==> config.mk <==
export PLATFORM = sky130hd
export DESIGN_NAME = tag_frame_seq
export DESIGN_NICKNAME = d
export VERILOG_FILES = /design/src/rtl/tfs_pkg.sv /design/src/rtl/tfs_cfg_decode.sv /design/src/rtl/tfs_phase_ctrl.sv /design/src/rtl/tfs_id_shifter.sv /design/src/rtl/tag_frame_seq.sv
export SDC_FILE = /design/constraint.sdc
export NUM_CORES = 1
export LEC_CHECK = 0
export BUFFER_PORTS_ARGS = -buffer_cell sky130_fd_sc_hd__buf_2
export CORE_ASPECT_RATIO = 0.6
export CORE_MARGIN = 5
export CORE_UTILIZATION = 61
export CTS_BUF_LIST = sky130_fd_sc_hd__clkbuf_16
export CTS_CLUSTER_SIZE = 16
export DETAILED_ROUTE_END_ITERATION = 8
export PLACE_DENSITY_LB_ADDON = 0.1
export SLEW_MARGIN = 30
export SYNTH_ARGS = -nofsm -noshare
export SYNTH_HDL_FRONTEND = slang
export SYNTH_SLANG_ARGS = --single-unit
==> constraint.sdc <==
create_clock -name clk -period 5.8 [get_ports clk]
set_input_delay 0.87 -clock clk [delete_from_list [all_inputs] [get_ports clk]]
set_output_delay 0.87 -clock clk [all_outputs]
set_load 0.05 [all_outputs]
==> src/rtl/tfs_pkg.sv <==
// Shared types for the tag frame sequencer.
// Assumes: nothing beyond IEEE 1800-2017.
package tfs_pkg;

    // Frame position held between strobes
    typedef enum logic [1:0] {
        PH_SOF    = 2'd0,
        PH_ID     = 2'd1,
        PH_EOF    = 2'd2,
        PH_LISTEN = 2'd3
    } tfs_phase_e;

    // Work done on the current strobe
    typedef enum logic [2:0] {
        ACT_NONE    = 3'd0,
        ACT_RESTART = 3'd1,
        ACT_START   = 3'd2,
        ACT_ID      = 3'd3,
        ACT_STOP    = 3'd4,
        ACT_LISTEN  = 3'd5
    } tfs_act_e;

endpackage

==> src/rtl/tfs_cfg_decode.sv <==
// Turns the raw configuration inputs into an identity byte count and
// the framing bit pair.
// Assumes: MIN_ID_BYTES <= MAX_ID_BYTES and both fit in CNT_W bits.
module tfs_cfg_decode #(
    parameter int LEN_CODE_W   = 5,
    parameter int MIN_ID_BYTES = 4,
    parameter int MAX_ID_BYTES = 19,
    parameter int CNT_W        = 5
) (
    input  logic [LEN_CODE_W-1:0] cfg_len_code,
    input  logic                  cfg_bracket_en,
    input  logic                  cfg_stop_one,
    output logic [CNT_W-1:0]      id_bytes,
    output logic                  pair_en,
    output logic                  pair_start,
    output logic                  pair_stop
);
    localparam int CODE_MAX = MAX_ID_BYTES - MIN_ID_BYTES;

    // Length code to byte count, saturating at the largest field
    always_comb begin
        if (int'(cfg_len_code) > CODE_MAX)
            id_bytes = CNT_W'(MAX_ID_BYTES);
        else
            id_bytes = CNT_W'(int'(cfg_len_code) + MIN_ID_BYTES);
    end

    // Framing pair: closing bit as configured, opening bit its inverse
    always_comb begin
        pair_en    = cfg_bracket_en;
        pair_stop  = cfg_stop_one;
        pair_start = ~cfg_stop_one;
    end
endmodule

==> src/rtl/tfs_phase_ctrl.sv <==
// Frame controller: decides on every strobe whether to send a framing
// bit, an identity bit or a window slot, or to restart, and keeps the
// bit, byte and window counters. Configuration is latched on the
// first strobe of a frame.
// Assumes: bit_tick is a single-cycle pulse; live_bytes >= 1.
module tfs_phase_ctrl
    import tfs_pkg::*;
#(
    parameter int BYTE_W      = 8,
    parameter int CNT_W       = 5,
    parameter int LISTEN_BITS = 8
) (
    input  logic             clk,
    input  logic             rst_n,
    input  logic             bit_tick,
    input  logic             restart_req,
    input  logic             live_en,
    input  logic             live_stop,
    input  logic [CNT_W-1:0] live_bytes,
    output tfs_act_e         act,
    output logic             cur_stop,
    output logic             rewind,
    output logic             take_byte,
    output logic             shift_bit
);
    localparam int BIT_W  = $clog2(BYTE_W);
    localparam int LCNT_W = $clog2(LISTEN_BITS + 1);

    tfs_phase_e        phase_q;
    logic [BIT_W-1:0]  bit_idx_q;
    logic [CNT_W-1:0]  byte_cnt_q;
    logic [LCNT_W-1:0] lcnt_q;
    logic              lat_en_q;
    logic              lat_stop_q;
    logic [CNT_W-1:0]  lat_bytes_q;

    logic             sof;
    logic             cur_en;
    logic [CNT_W-1:0] cur_bytes;
    logic             last_bit;
    logic             last_byte;
    logic             last_listen;

    // Effective configuration: live at frame start, latched afterwards
    always_comb begin
        sof       = (phase_q == PH_SOF);
        cur_en    = sof ? live_en    : lat_en_q;
        cur_stop  = sof ? live_stop  : lat_stop_q;
        cur_bytes = sof ? live_bytes : lat_bytes_q;
    end

    // Classify the current strobe
    always_comb begin
        act = ACT_NONE;
        if (bit_tick) begin
            if (restart_req) begin
                act = ACT_RESTART;
            end else begin
                case (phase_q)
                    PH_SOF:  act = cur_en ? ACT_START : ACT_ID;
                    PH_ID:   act = ACT_ID;
                    PH_EOF:  act = ACT_STOP;
                    default: act = ACT_LISTEN;
                endcase
            end
        end
    end

    // Counter end flags and shifter controls
    always_comb begin
        last_bit    = (bit_idx_q == BIT_W'(BYTE_W - 1));
        last_byte   = (byte_cnt_q == cur_bytes - CNT_W'(1));
        last_listen = (lcnt_q == LCNT_W'(LISTEN_BITS - 1));
        take_byte   = (act == ACT_ID) && (bit_idx_q == '0);
        shift_bit   = (act == ACT_ID) && (bit_idx_q != '0);
        rewind      = (act == ACT_RESTART) || ((act == ACT_LISTEN) && last_listen);
    end

    // Advance frame position and counters on each strobe
    always_ff @(posedge clk) begin
        if (!rst_n) begin
            phase_q     <= PH_SOF;
            bit_idx_q   <= '0;
            byte_cnt_q  <= '0;
            lcnt_q      <= '0;
            lat_en_q    <= 1'b0;
            lat_stop_q  <= 1'b0;
            lat_bytes_q <= '0;
        end else begin
            if (sof && (act == ACT_START || act == ACT_ID)) begin
                lat_en_q    <= live_en;
                lat_stop_q  <= live_stop;
                lat_bytes_q <= live_bytes;
            end
            case (act)
                ACT_RESTART: begin
                    phase_q    <= PH_SOF;
                    bit_idx_q  <= '0;
                    byte_cnt_q <= '0;
                    lcnt_q     <= '0;
                end
                ACT_START: begin
                    phase_q <= PH_ID;
                end
                ACT_ID: begin
                    phase_q <= PH_ID;
                    if (last_bit) begin
                        bit_idx_q <= '0;
                        if (last_byte) begin
                            byte_cnt_q <= '0;
                            phase_q    <= cur_en ? PH_EOF : PH_LISTEN;
                        end else begin
                            byte_cnt_q <= byte_cnt_q + CNT_W'(1);
                        end
                    end else begin
                        bit_idx_q <= bit_idx_q + BIT_W'(1);
                    end
                end
                ACT_STOP: begin
                    phase_q <= PH_LISTEN;
                end
                ACT_LISTEN: begin
                    if (last_listen) begin
                        lcnt_q  <= '0;
                        phase_q <= PH_SOF;
                    end else begin
                        lcnt_q <= lcnt_q + LCNT_W'(1);
                    end
                end
                default: ;
            endcase
        end
    end
endmodule

==> src/rtl/tfs_id_shifter.sv <==
// Identity byte path: issues byte reads, captures the returned byte
// into a holding register, and shifts the current byte out MSB first.
// Assumes: read data is valid the cycle after mem_rd; at least 3 cycles
// pass between a rewind or take and the next take.
module tfs_id_shifter #(
    parameter int BYTE_W = 8,
    parameter int ADDR_W = 5
) (
    input  logic              clk,
    input  logic              rst_n,
    input  logic              rewind,
    input  logic              take_byte,
    input  logic              shift_bit,
    input  logic [BYTE_W-1:0] mem_rdata,
    output logic [ADDR_W-1:0] mem_addr,
    output logic              mem_rd,
    output logic              id_bit
);
    logic [ADDR_W-1:0] addr_q;
    logic              rd_q;
    logic              pend_q;
    logic [BYTE_W-1:0] hold_q;
    logic [BYTE_W-1:0] sh_q;

    // Address and read request: restart at 0, step on each byte taken
    always_ff @(posedge clk) begin
        if (!rst_n) begin
            addr_q <= '0;
            rd_q   <= 1'b1;
            pend_q <= 1'b0;
        end else begin
            rd_q   <= rewind | take_byte;
            pend_q <= rd_q;
            if (rewind)
                addr_q <= '0;
            else if (take_byte)
                addr_q <= addr_q + ADDR_W'(1);
        end
    end

    // Capture prefetched byte and run the output shifter
    always_ff @(posedge clk) begin
        if (!rst_n) begin
            hold_q <= '0;
            sh_q   <= '0;
        end else begin
            if (pend_q)
                hold_q <= mem_rdata;
            if (take_byte)
                sh_q <= {hold_q[BYTE_W-2:0], 1'b0};
            else if (shift_bit)
                sh_q <= {sh_q[BYTE_W-2:0], 1'b0};
        end
    end

    // Bit on offer: fresh byte MSB on a take, else shifter MSB
    always_comb begin
        id_bit   = take_byte ? hold_q[BYTE_W-1] : sh_q[BYTE_W-1];
        mem_addr = addr_q;
        mem_rd   = rd_q;
    end
endmodule

==> src/rtl/tag_frame_seq.sv <==
// Top of the tag frame sequencer: ties the configuration decode, the
// frame controller and the identity byte path together and registers
// the serial outputs.
// Assumes: bit_tick pulses are at least 4 cycles apart and the first
// one comes at least 4 cycles after reset is released.
module tag_frame_seq
    import tfs_pkg::*;
#(
    parameter int LEN_CODE_W   = 5,
    parameter int MIN_ID_BYTES = 4,
    parameter int MAX_ID_BYTES = 19,
    parameter int BYTE_W       = 8,
    parameter int ADDR_W       = 5,
    parameter int LISTEN_BITS  = 8
) (
    input  logic                  clk,
    input  logic                  rst_n,
    input  logic                  bit_tick,
    input  logic                  restart_req,
    input  logic                  cfg_bracket_en,
    input  logic                  cfg_stop_one,
    input  logic [LEN_CODE_W-1:0] cfg_len_code,
    output logic [ADDR_W-1:0]     mem_addr,
    output logic                  mem_rd,
    input  logic [BYTE_W-1:0]     mem_rdata,
    output logic                  tx_bit,
    output logic                  tx_valid,
    output logic                  listen_active,
    output logic                  brk_en,
    output logic                  brk_start,
    output logic                  brk_stop
);
    localparam int CNT_W = $clog2(MAX_ID_BYTES + 1);

    logic [CNT_W-1:0] id_bytes;
    tfs_act_e         act;
    logic             cur_stop;
    logic             rewind;
    logic             take_byte;
    logic             shift_bit;
    logic             id_bit;

    tfs_cfg_decode #(
        .LEN_CODE_W  (LEN_CODE_W),
        .MIN_ID_BYTES(MIN_ID_BYTES),
        .MAX_ID_BYTES(MAX_ID_BYTES),
        .CNT_W       (CNT_W)
    ) dec_i (
        .cfg_len_code  (cfg_len_code),
        .cfg_bracket_en(cfg_bracket_en),
        .cfg_stop_one  (cfg_stop_one),
        .id_bytes      (id_bytes),
        .pair_en       (brk_en),
        .pair_start    (brk_start),
        .pair_stop     (brk_stop)
    );

    tfs_phase_ctrl #(
        .BYTE_W     (BYTE_W),
        .CNT_W      (CNT_W),
        .LISTEN_BITS(LISTEN_BITS)
    ) ctrl_i (
        .clk        (clk),
        .rst_n      (rst_n),
        .bit_tick   (bit_tick),
        .restart_req(restart_req),
        .live_en    (brk_en),
        .live_stop  (brk_stop),
        .live_bytes (id_bytes),
        .act        (act),
        .cur_stop   (cur_stop),
        .rewind     (rewind),
        .take_byte  (take_byte),
        .shift_bit  (shift_bit)
    );

    tfs_id_shifter #(
        .BYTE_W(BYTE_W),
        .ADDR_W(ADDR_W)
    ) shf_i (
        .clk      (clk),
        .rst_n    (rst_n),
        .rewind   (rewind),
        .take_byte(take_byte),
        .shift_bit(shift_bit),
        .mem_rdata(mem_rdata),
        .mem_addr (mem_addr),
        .mem_rd   (mem_rd),
        .id_bit   (id_bit)
    );

    // Register the outgoing bit, its strobe and the window flag
    always_ff @(posedge clk) begin
        if (!rst_n) begin
            tx_bit        <= 1'b0;
            tx_valid      <= 1'b0;
            listen_active <= 1'b0;
        end else begin
            tx_valid <= (act == ACT_START) || (act == ACT_ID) || (act == ACT_STOP);
            if (bit_tick)
                listen_active <= (act == ACT_LISTEN);
            case (act)
                ACT_START: tx_bit <= ~cur_stop;
                ACT_STOP:  tx_bit <= cur_stop;
                ACT_ID:    tx_bit <= id_bit;
                default:   ;
            endcase
        end
    end
endmodule

======== After elaboration in Yosys (flattened, before gate mapping) ========
Index checks and enable logic that the tools add are counted.
cells by class
  add/sub/neg operators ................... 6
  $lt $le $gt $ge ......................... 1
  eq/ne operators ......................... 12
  muxes and demuxes ....................... 24
  bitwise gates (word level) .............. 4
  reduce and logical (&&, ||, !) cells .... 18
operators by type and width
  cell                 count
  $mux 5               4
  $mux 8               2
  $add 5x1->5 const B  2
  $pmux 2 s5           1
  $pmux 5 s2           1
  $eq 3x3->1 const B   3
  $mux 3               3
  $pmux 3 s3           1
  $pmux 4 s2           1
  $eq 3x2->1 const B   2
  $mux 2               3
  $pmux 3 s2           1
  $reduce_bool 2->1    3
  $reduce_bool 3->1    2
  $add 5x3->5 const B  1
  $eq 5x5->1           1
  $gt 5x4->1 const B   1
  $mux 1               5
  $reduce_bool 5->1    1
  $sub 5x1->5 const B  1
  $add 4x1->4 const B  1
  $eq 4x3->1 const B   1
  $logic_and 1x1->1    4
  $mux 4               1
  other kinds (13)     19
word-level totals
  flip-flop bits (word level) ............. 46
  output and inout bits ................... 12
  word-level logic and storage cells ...... 80

======== Depth between registers and ports, before layout ========
Gate-level depths: netlist of run 1.
  word-level depth ........................ 10
  depth in mapped cells ................... 12
  mapped depth without buffers ............ 11

======== Hierarchy ========
A second synthesis of run 1 with hierarchy kept.
unflattened totals
  cells, all modules ...................... 278
  area total of the unflattened synthesis .. 2,622.5 µm²
modules (own cells, without submodules)
  module          times used  cells an instance  area each (µm²)  sequential area each (µm²)
  tfs_phase_ctrl  1           165                1,390.1          420.4
  tfs_id_shifter  1           85                 983.4            440.4
  tag_frame_seq   1           16                 158.9            60.1
  tfs_cfg_decode  1           12                 90.1             0.0

======== Worst setup path before layout of run 1 ========
Ideal clock, no wire load.
  kind .................................... input to register
  start ................................... in cfg_len_code[4]
  end ..................................... reg ctrl_i.byte_cnt_q[3]
  arrival time ............................ 3.106 ns
  required time ........................... 5.680 ns
  slack ................................... 2.575 ns
  stages on the path ...................... 11
  path buffers ............................ 1
  cells stage by stage .................... buf_4 nor4_1 or2_2 ha_1 xor2_1 or4b_1 a22oi_1 nand3_1 o211ai_2 nor2b_1 o31a_1
between the ends
  longest elaborated chain between the ends .. 8
  elaborated cells between the ends (all ways) .. 9
ends and longest elaborated chain
  element                                           line                                        RTL
  from (decl)                                       tag_frame_seq.sv:22                         input logic [LEN_CODE_W-1:0] cfg_len_code,
  $add 5x3->5 / $gt 5x4->1 (equally long branches)  tfs_cfg_decode.sv:25, tfs_cfg_decode.sv:22
  $mux 5 *                                          tfs_cfg_decode.sv:22                        if (int'(cfg_len_code) > CODE_MAX)
  $mux 5 *                                          tfs_phase_ctrl.sv:49                        cur_bytes = sof ? live_bytes : lat_bytes_q;
  $sub 5x1->5 *                                     tfs_phase_ctrl.sv:72                        last_byte = (byte_cnt_q == cur_bytes - CNT_W'(1));
  $eq 5x5->1 *                                      tfs_phase_ctrl.sv:72
  $mux 5 *                                          tfs_phase_ctrl.sv:109                       if (last_byte) begin
  $mux 5 *                                          tfs_phase_ctrl.sv:107                       if (last_bit) begin
  $pmux 5 s2 *                                      tfs_phase_ctrl.sv:95                        case (act)
  to (signal assigned)                              tfs_phase_ctrl.sv:113                       byte_cnt_q <= byte_cnt_q + CNT_W'(1);
  to (decl)                                         tfs_phase_ctrl.sv:31                        logic [CNT_W-1:0] byte_cnt_q;
Mark *: on every way between the ends. The rest lies on a longest branch, timed or not. The select of a mux whose other input is x is not followed.
A chain may end at the register's enable or synchronous reset.

======== Worst setup path after layout of run 1 ========
Ends and elaborated chain as after synthesis.

==> results.yml, run 1 <==
sta:
  finalCriticalPeriod_ns: 3.24
  fin_crit_sh: 0.558
  finalMaxSlewViolations: 0
  clock_skew_ns: 0.00396
  worst_slew_pin_slew_ns: 0.744
  hold_viol: 0
  relSlewSlack: 0.499
  setup_viol: 0
  whs_ns: 0.463
  final.setup.tns_ns: 0
  max_clock_freq_ghz: 0.309
  rsz0062_at_grt: "false"
die:
  io_pins: 31
  initial_core_util: 0.636
  core_um2: 3700
  die_area_um2: 5240
  dieWidth_um: 90.2
  rows: 17
  die_h_um: 58.1
yosys:
  synth_top_flop_cell: "dfxtp_1"
  synthCells: 269
  netlist.area_leader.share: 0.391
  yosys.area.top_type: "dfxtp_1"
  synth_edf_count: 0
  ys_ff_latch: 46
  synth_cell_types: 46
  ys_warn_count: 0
  syn_avg_cell_area_um2: 8.75
  synthArstFlopShare: 0
  synthTopCellsByArea: "dfxtp_1, mux2i_1, ha_1"
  syn_area_um2: 2350
  syn-num-nets: 296
  synth_seq_area_share: 0.391
setup_path:
  critPathKind: "in -> reg"
  critPathCapture: "ctrl_i.byte_cnt_q[3]"
  critical_path_required_ns: 5.96
  cp-end-kind: "flip-flop"
  critPathLaunch: "cfg_len_code[4]"
  reg2reg_slack_ns: 2.67
  r2r-start: "ctrl_i.phase_q[1]"
  reg2reg_to: "ctrl_i.byte_cnt_q[3]"
  reg2regPathDepth: 10
  crit_fanout: 9
  cp-start-kind: "input port"
  crit_arrival_ns: 3.40
clocking:
  postCtsSetupBuffers: 0
  cts-root-buf: "clkbuf_16"
  path_clk_slew_ns: 0.06
  cts-resized-gates: 0
  h-tree-depth: 2
  cts.sinks: 46
  cts_tree: "done"
  hold_buffers: 0
  clock_latency_ns: 0.28
  cts_buffers: 5
  cts_buffer_depth: 2
final_layout:
  regArea_um2: 921
  n_fill_cell: 307
  final_common_cell: "dfxtp_1"
  final_core_util: 0.727
  layout_common_cells: "dfxtp_1, buf_2, nand2_1"
  multiInputGateArea_um2: 1340
  num_antenna_cells: 0
  syn2layout_area_growth_pct: 14.4
  drive_gt1_frac: 0.171
  nets: 318
routing:
  ant_nets: 0
  wl_per_cell_um: 14.2
  drt_wl_total_um: 4820
  vias: 1932
  drt_pass1_iterations: 4
  viasPerCell: 5.70
  drc: 0
  drt_iter0_markers: 114
pwr:
  internal_power_mw: 0.614
  leakagePower_nw: 1.17
  p_switching_mw: 0.178
  p_per_area_nw_per_um2: 294
  power.total_mw: 0.792
  peakVddDrop_mv: 0.187
  power_frac_seq: 0.430
  comb_power_share: 0.120
  pwr-share-clk: 0.450
  switching_share: 0.224
placement:
  dp_hpwl_um: 3420
  gp_congestion: 0.867
  io_buffers: 30
grt:
  grt_max_degree: 41
  grt_pass1_vias: 1750
  grt_pass1_wl_um: 8310
  grtUsageTotal: 0.193
  grt_antenna_before_repair: 0
  grt_overflow: 0
hold_path:
  hp-class: "reg -> reg"
flow_run:
  drv_cap: 0
run_status:
  status: "finished clean"
-- how the worst min path moves through the flow --
stage	slack, ns	from	to	depth (start not counted)
after floorplan	0.44	ctrl_i.lat_bytes_q[3]	ctrl_i.lat_bytes_q[3]	2
after global placement	0.45	shf_i.mem_rd	shf_i.pend_q	1
after detailed placement	0.45	shf_i.mem_rd	shf_i.pend_q	1
after CTS	0.47	ctrl_i.lat_stop_q	ctrl_i.lat_stop_q	2
after global routing	0.50	shf_i.sh_q[1]	shf_i.sh_q[1]	2
final	0.46	shf_i.mem_rd	shf_i.pend_q	1
-- metrics by stage --
| stage | area (µm²) | std cells | worst slack (ns) |
|---|---|---|---|
| 2_1_floorplan | 2350 | 269 | 2.57 |
| 3_3_place_gp | 2500 | 331 | 2.44 |
| 3_5_place_dp | 2500 | 331 | 2.31 |
| 4_1_cts | 2690 | 339 | 2.58 |
| 5_1_grt | 2690 | 339 | 2.38 |
| 6_report | 2690 | 339 | 2.56 |
-- power by group through the flow --
stage / clock, mW / sequential (mW) / combinational [mW]
2_1_floorplan: 0 / 0.348 / 0.0700
3_3_place_gp: 0 / 0.347 / 0.0919
3_5_place_dp: 0 / 0.347 / 0.0934
4_1_cts: 0.360 / 0.340 / 0.0948
5_1_grt: 0.374 / 0.342 / 0.106
6_report: 0.356 / 0.341 / 0.0951
-- Yosys cell counts, types with 4 or more instances --
cell / n
a21boi_0: 7
o211a_1: 8
xor2_1: 5
clkbuf_1: 12
ha_1: 8
mux2i_1: 16
and2_1: 6
o21ai_0: 14
dfxtp_1: 46
nor4_1: 4
nor2_1: 17
nor2b_1: 16
nand2_1: 25
or2_2: 5
inv_1: 8
a21oi_1: 11
nand3_1: 10
nor3_1: 6
-- critical path, stage by stage --
cell and delay, ns:
buf_2 0.15, nor4_1 0.35, or2_2 0.18, ha_1 0.23, xor2_1 0.16, or4b_1 0.46, a22oi_1 0.25, nand3_1 0.16
o211ai_2 0.25, nor2b_1 0.08, o31a_1 0.25
-- per-layer routing --
metal | vias up | part of all wire | track usage
met5 | - | 0 | 0
met4 | 0 | 0.0073 | 0.0382
met3 | 6 | 0.068 | 0.0441
met2 | 61 | 0.39 | 0.273
met1 | 867 | 0.54 | 0.297
li1 | 998 | - | -
-- final cells by class --
| type | count | share of cell area |
|---|---|---|
| Sequential cell | 46 | 0.342 |
| Inverter | 8 | 0.0112 |
| Timing Repair Buffer | 31 | 0.0586 |
| Clock buffer | 5 | 0.0465 |
| Multi-Input combinational cell | 199 | 0.496 |
| Tap cell | 47 | 0.0219 |
| Clock inverter | 3 | 0.0237 |
-- cells by family after synthesis --
logic type                 count (synthesis)  share of synthesized area
buffers and inverters                     24                     0.0436
DFF                                       46                      0.391
adders and majority gates                  8                     0.0425
and+or+nand+nor                          105                      0.233
muxes                                     18                     0.0776
AOI/OAI and AO/OA                         59                      0.175
xor gates and xnor gates                   9                     0.0367
-- state kept, by name, summed over array words and instances (netlist names) --
register / count
ctrl_i.lat_bytes_q: 5
listen_active: 1
shf_i.mem_rd: 1
shf_i.hold_q: 8
shf_i.sh_q: 7
shf_i.pend_q: 1
tx_bit: 1
ctrl_i.byte_cnt_q: 5
ctrl_i.phase_q: 2
ctrl_i.lat_en_q: 1
shf_i.mem_addr: 5
ctrl_i.bit_idx_q: 3
ctrl_i.lat_stop_q: 1
tx_valid: 1
ctrl_i.lcnt_q: 4
Power figures use the tool's default switching activity.
==> run 2, diff against run 1 <==
CORE_UTILIZATION = 51   (was 61)
clock period = 2.9 ns   (was 5.8 ns; I/O delays follow)
==> run 2 against run 1 <==
Against the previous run: critical endpoint is now ctrl_i.phase_q[0]; register-to-register slack got worse by 2.6 ns; critical path type is now reg -> reg; design area increased by 7.8%; largest cell class unchanged; worst setup slack got worse by 2.5 ns; largest power group unchanged; worst hold slack got worse by 0.061 ns.
==> results.yml, run 2 (synthesis results as in run 1) <==
setup_path:
  cp-start-kind: "flip-flop"
  reg2reg_to: "ctrl_i.phase_q[0]"
  crit_chain: "o21ba_4, or2_4, ha_4, xor2_2, or4b_4, a22oi_2, nand4bb_1, o21ai_2, a311oi_2, o21a_1"
  crit_arrival_ns: 2.99
  cp-end-kind: "flip-flop"
  reg2regPathDepth: 10
  critPathMaxStageDelay_ns: 0.47
  r2r-start: "ctrl_i.phase_q[0]"
  critPathKind: "reg -> reg"
  reg2reg_slack_ns: 0.09
  crit_fanout: 7
  critical_path_required_ns: 3.08
  crit_slowest_cell: "or4b_4"
final_layout:
  reg_top3: "shf_i.hold_q: 8 flops, shf_i.sh_q: 7 flops"
  num_antenna_cells: 0
  final_common_cell: "dfxtp_1"
  syn2layout_area_growth_pct: 23.2
  max_flop_register: "shf_i.hold_q"
  nets: 330
  drive_gt1_frac: 0.243
  largest_reg_flops: 8
  layout_common_cells: "dfxtp_1, buf_2, nand2_1"
  design_area_um2: 2900
  final_core_util: 0.642
hold_path:
  hold_path_end: "shf_i.hold_q[5]"
  hp-start: "mem_rdata[5]"
  hp-class: "in -> reg"
  hold_depth: 3
die:
  rows: 19
  dieWidth_um: 97.7
  die_h_um: 62.6
  io_pins: 31
  initial_core_util: 0.521
  core_um2: 4520
  die_area_um2: 6120
routing:
  drt_wl_total_um: 5390
  drc: 0
  drt_pass1_iterations: 4
  viasPerCell: 5.41
  vias: 1985
  wl_per_cell_um: 14.7
  ant_nets: 0
  drt_iter0_markers: 95
sta:
  clock_skew_ns: 0.00515
  relSlewSlack: 0.518
  finalCriticalPeriod_ns: 2.81
  worst_slew_pin_slew_ns: 0.716
  fin_crit_sh: 0.970
  finalMaxSlewViolations: 0
  whs_ns: 0.401
  final.setup.tns_ns: 0
  hold_viol: 0
  setup_viol: 0
  max_clock_freq_ghz: 0.356
grt:
  grt_max_degree: 34
  grt_antenna_before_repair: 0
  grtUsageTotal: 0.174
  grt_pass1_vias: 1912
  grt_overflow: 0
  grt_pass1_wl_um: 8760
placement:
  io_buffers: 30
  gp_congestion: 0.825
  dp_hpwl_um: 3730
  place_area_um2: 2580
clocking:
  cts_buffers: 5
  cts-root-buf: "clkbuf_16"
  cts_buffer_depth: 2
  h-tree-depth: 2
  cts.sinks: 46
  cts_tree: "done"
  hold_buffers: 0
  path_clk_slew_ns: 0.06
  clock_latency_ns: 0.29
flow_run:
  drv_cap: 0
pwr:
  leakagePower_nw: 1.25
  p_per_area_nw_per_um2: 567
  peakVddDrop_mv: 0.386
run_status:
  status: "finished clean"
run 2: how the worst max path moves through the flow:
stage | start | end | slack [ns] | depth (start not counted)
2_1_floorplan | ctrl_i.phase_q[1] | ctrl_i.byte_cnt_q[3] | 0.07 | 12
6_report | ctrl_i.phase_q[0] | ctrl_i.phase_q[0] | 0.09 | 10
4_1_cts | ctrl_i.phase_q[1] | ctrl_i.byte_cnt_q[3] | 0.01 | 10
3_3_place_gp | cfg_len_code[4] | ctrl_i.byte_cnt_q[3] | 0.02 | 11
3_5_place_dp | cfg_len_code[4] | ctrl_i.byte_cnt_q[3] | -0.08 | 11
5_1_grt | ctrl_i.phase_q[0] | ctrl_i.phase_q[0] | -0.02 | 10
run 2: area by class of cell:
| cell class | instances | area [µm²] |
|---|---|---|
| timing repair buffer | 43 | 248 |
| multi-input combinational | 199 | 1420 |
| clock buffer | 5 | 125 |
| clock inverter | 3 | 68.8 |
| tap | 63 | 78.8 |
| fill | 411 | 1620 |
| sequential | 46 | 928 |
| inverter | 8 | 30.0 |
run 2: through the flow:
step,cells,power (mW),setup WS [ns]
6_report,367,1.64,0.0874
5_1_grt,367,1.70,-0.0184
4_1_cts,363,1.63,0.0112
3_5_place_dp,355,0.892,-0.0803
3_3_place_gp,355,0.888,0.0228
2_1_floorplan,269,0.836,0.0748
run 2: per-layer routing:
layer,part of all wire,GRT usage,routed length [µm]
met1,0.53,0.252,2880
met2,0.41,0.253,2230
met3,0.042,0.0468,224
met4,0.0095,0.0484,51
met5,0,0,0
run 2: critical path: cells and delay by family, from the launching register on:
kind	cells	cell delay (ns)
fa+ha+maj	1	0.27
xor+xnor	1	0.14
flops	1	0.38
compound gates	5	0.97
simple gates	3	0.95
run 2: report_power, final:
| group | switching [mW] | leakage (nW) | internal, mW |
|---|---|---|---|
| clock network | 0.241 | 0.0940 | 0.495 |
| registers | 0.0223 | 0.377 | 0.657 |
| logic | 0.127 | 0.774 | 0.102 |
| total | 0.390 | 1.25 | 1.25 |
run 2: repair_timing:
item / CTS / global route
setup endpoints to repair: 2 / 7
hold endpoints to repair: 0 / 0
pin swaps: 2 / 8
buffers inserted: 0 / 4
resized for setup: 3 / 16
==> run 3, diff against run 2 <==
CORE_UTILIZATION = 61   (was 51)
clock period = 3.56 ns   (was 2.9 ns; I/O delays follow)
==> run 3 against run 2 <==
Against the previous run: sequential share of layout area up 2.7 points; power down 30%; combinational power down 33%; cell count down 7.4%; worst hold slack better by 0.055 ns; first-iteration DRC count up 5.3%; worst setup slack better by 0.43 ns; sequential cell count unchanged; clock skew down 0.0021 ns; critical path type unchanged; critical endpoint is now ctrl_i.byte_cnt_q[3]; largest cell class unchanged; highest routed layer unchanged.
==> results.yml, run 3 (synthesis results as in run 1) <==
routing:
  ant_nets: 0
  drt_iter0_markers: 100
  wl_per_cell_um: 14.4
  viasPerCell: 5.62
  vias: 1911
  drc: 0
  drt_pass1_iterations: 4
  drt_wl_total_um: 4900
grt:
  grtUsageMet2: 0.284
  grt_overflow: 0
  grt_antenna_before_repair: 0
  grt_max_degree: 41
  grt_pass1_vias: 1787
  grt_pass1_wl_um: 8280
  grt_use_met1: 0.287
  met3_usage: 0.0454
  top_usage_layer: "met1"
  grtUsageTotal: 0.194
pwr:
  p_per_area_nw_per_um2: 435
  peakVddDrop_mv: 0.380
  leakagePower_nw: 1.15
  power.total_mw: 1.15
sta:
  max_clock_freq_ghz: 0.329
  fin_crit_sh: 0.854
  clock_skew_ns: 0.00307
  finalCriticalPeriod_ns: 3.04
  final.setup.tns_ns: 0
  hold_viol: 0
  relSlewSlack: 0.463
  rsz0062_at_grt: "false"
  setup_viol: 0
  finalMaxSlewViolations: 0
  worst_slew_pin_slew_ns: 0.798
final_layout:
  n_fill_cell: 308
  syn2layout_area_growth_pct: 12.7
  drive_gt1_frac: 0.174
  reg_top3: "shf_i.hold_q: 8 flops, shf_i.sh_q: 7 flops"
  final_common_cell: "dfxtp_1"
  num_antenna_cells: 0
  largest_reg_flops: 8
  layout_common_cells: "dfxtp_1, buf_2, nand2_1"
  max_flop_register: "shf_i.hold_q"
  stdcell_count: 340
  nets: 319
  final_core_util: 0.716
placement:
  gp_congestion: 0.911
  dp_hpwl_um: 3430
  io_buffers: 30
  dpl.cell_count: 332
hold_path:
  hold_depth: 1
  hp-class: "reg -> reg"
clocking:
  h-tree-depth: 2
  cts-root-buf: "clkbuf_16"
  cts-resized-gates: 0
  path_clk_slew_ns: 0.06
  postCtsSetupBuffers: 0
  cts_buffers: 5
  hold_buffers: 0
  cts_buffer_depth: 2
  cts_tree: "done"
  cts.sinks: 46
  clock_latency_ns: 0.28
setup_path:
  critPathMaxStageDelay_ns: 0.58
  cp-end-kind: "flip-flop"
  crit_fanout: 14
  reg2regPathDepth: 10
  cp-start-kind: "flip-flop"
  critical_path_required_ns: 3.73
  critPathKind: "reg -> reg"
  reg2reg_slack_ns: 0.52
  crit_chain: "nor4_1, or2_2, ha_1, xor2_1, or4b_1, a22oi_1, nand3_1, o211ai_2, nor2b_1, o31a_1"
  crit_slowest_cell: "dfxtp_1"
  crit_arrival_ns: 3.21
die:
  die_h_um: 58.1
  die_area_um2: 5240
  dieWidth_um: 90.2
  initial_core_util: 0.636
  io_pins: 31
  rows: 17
  core_um2: 3700
flow_run:
  drv_cap: 0
run_status:
  status: "finished clean"
## run 3: critical path, delay by kind of cell, from the launching register on
family,cells,cell delay [ns]
flops,1,0.58
compound gates,3,0.76
fa+ha+maj,1,0.30
xor+xnor,1,0.17
simple gates,5,1.11
## run 3: final cells by class
class	count	area (µm²)	area share
clock inverters	3	16.3	0.00613
clock buffers	5	125	0.0472
inverters	8	30.0	0.0113
flip-flops and latches	46	921	0.347
multi-input cells	199	1340	0.504
repair buffers	32	165	0.0623
well taps	47	58.8	0.0222
## run 3: worst paths after layout
| path | from | endpoint |
|---|---|---|
| setup / recovery | ctrl_i.phase_q[0] | ctrl_i.byte_cnt_q[3] |
| hold / removal | shf_i.mem_rd | shf_i.pend_q |
| setup reg to reg | ctrl_i.phase_q[0] | ctrl_i.byte_cnt_q[3] |
| hold reg to reg | shf_i.mem_rd | shf_i.pend_q |
## run 3: metal layers
metal  part of all wire  routed length (µm)
met1               0.52                2540
met2               0.40                1980
met3              0.072                 353
met4             0.0035                  17
met5                  0                   0
## run 3: per-stage QoR
step / hold WS [ns] / worst slack (ns) / area [µm²]
floorplan: 0.440 / 0.671 / 2350
global placement: 0.451 / 0.530 / 2510
global route: 0.495 / 0.282 / 2650
CTS: 0.463 / 0.548 / 2650
detailed placement: 0.447 / 0.445 / 2510
finish: 0.456 / 0.519 / 2650
## run 3: report_power, final
part           internal [mW]  total [mW]  switching [mW]
sequential             0.536       0.554          0.0181
clock                  0.256       0.444           0.188
combinational         0.0648       0.154          0.0895
total                  0.857        1.15           0.296
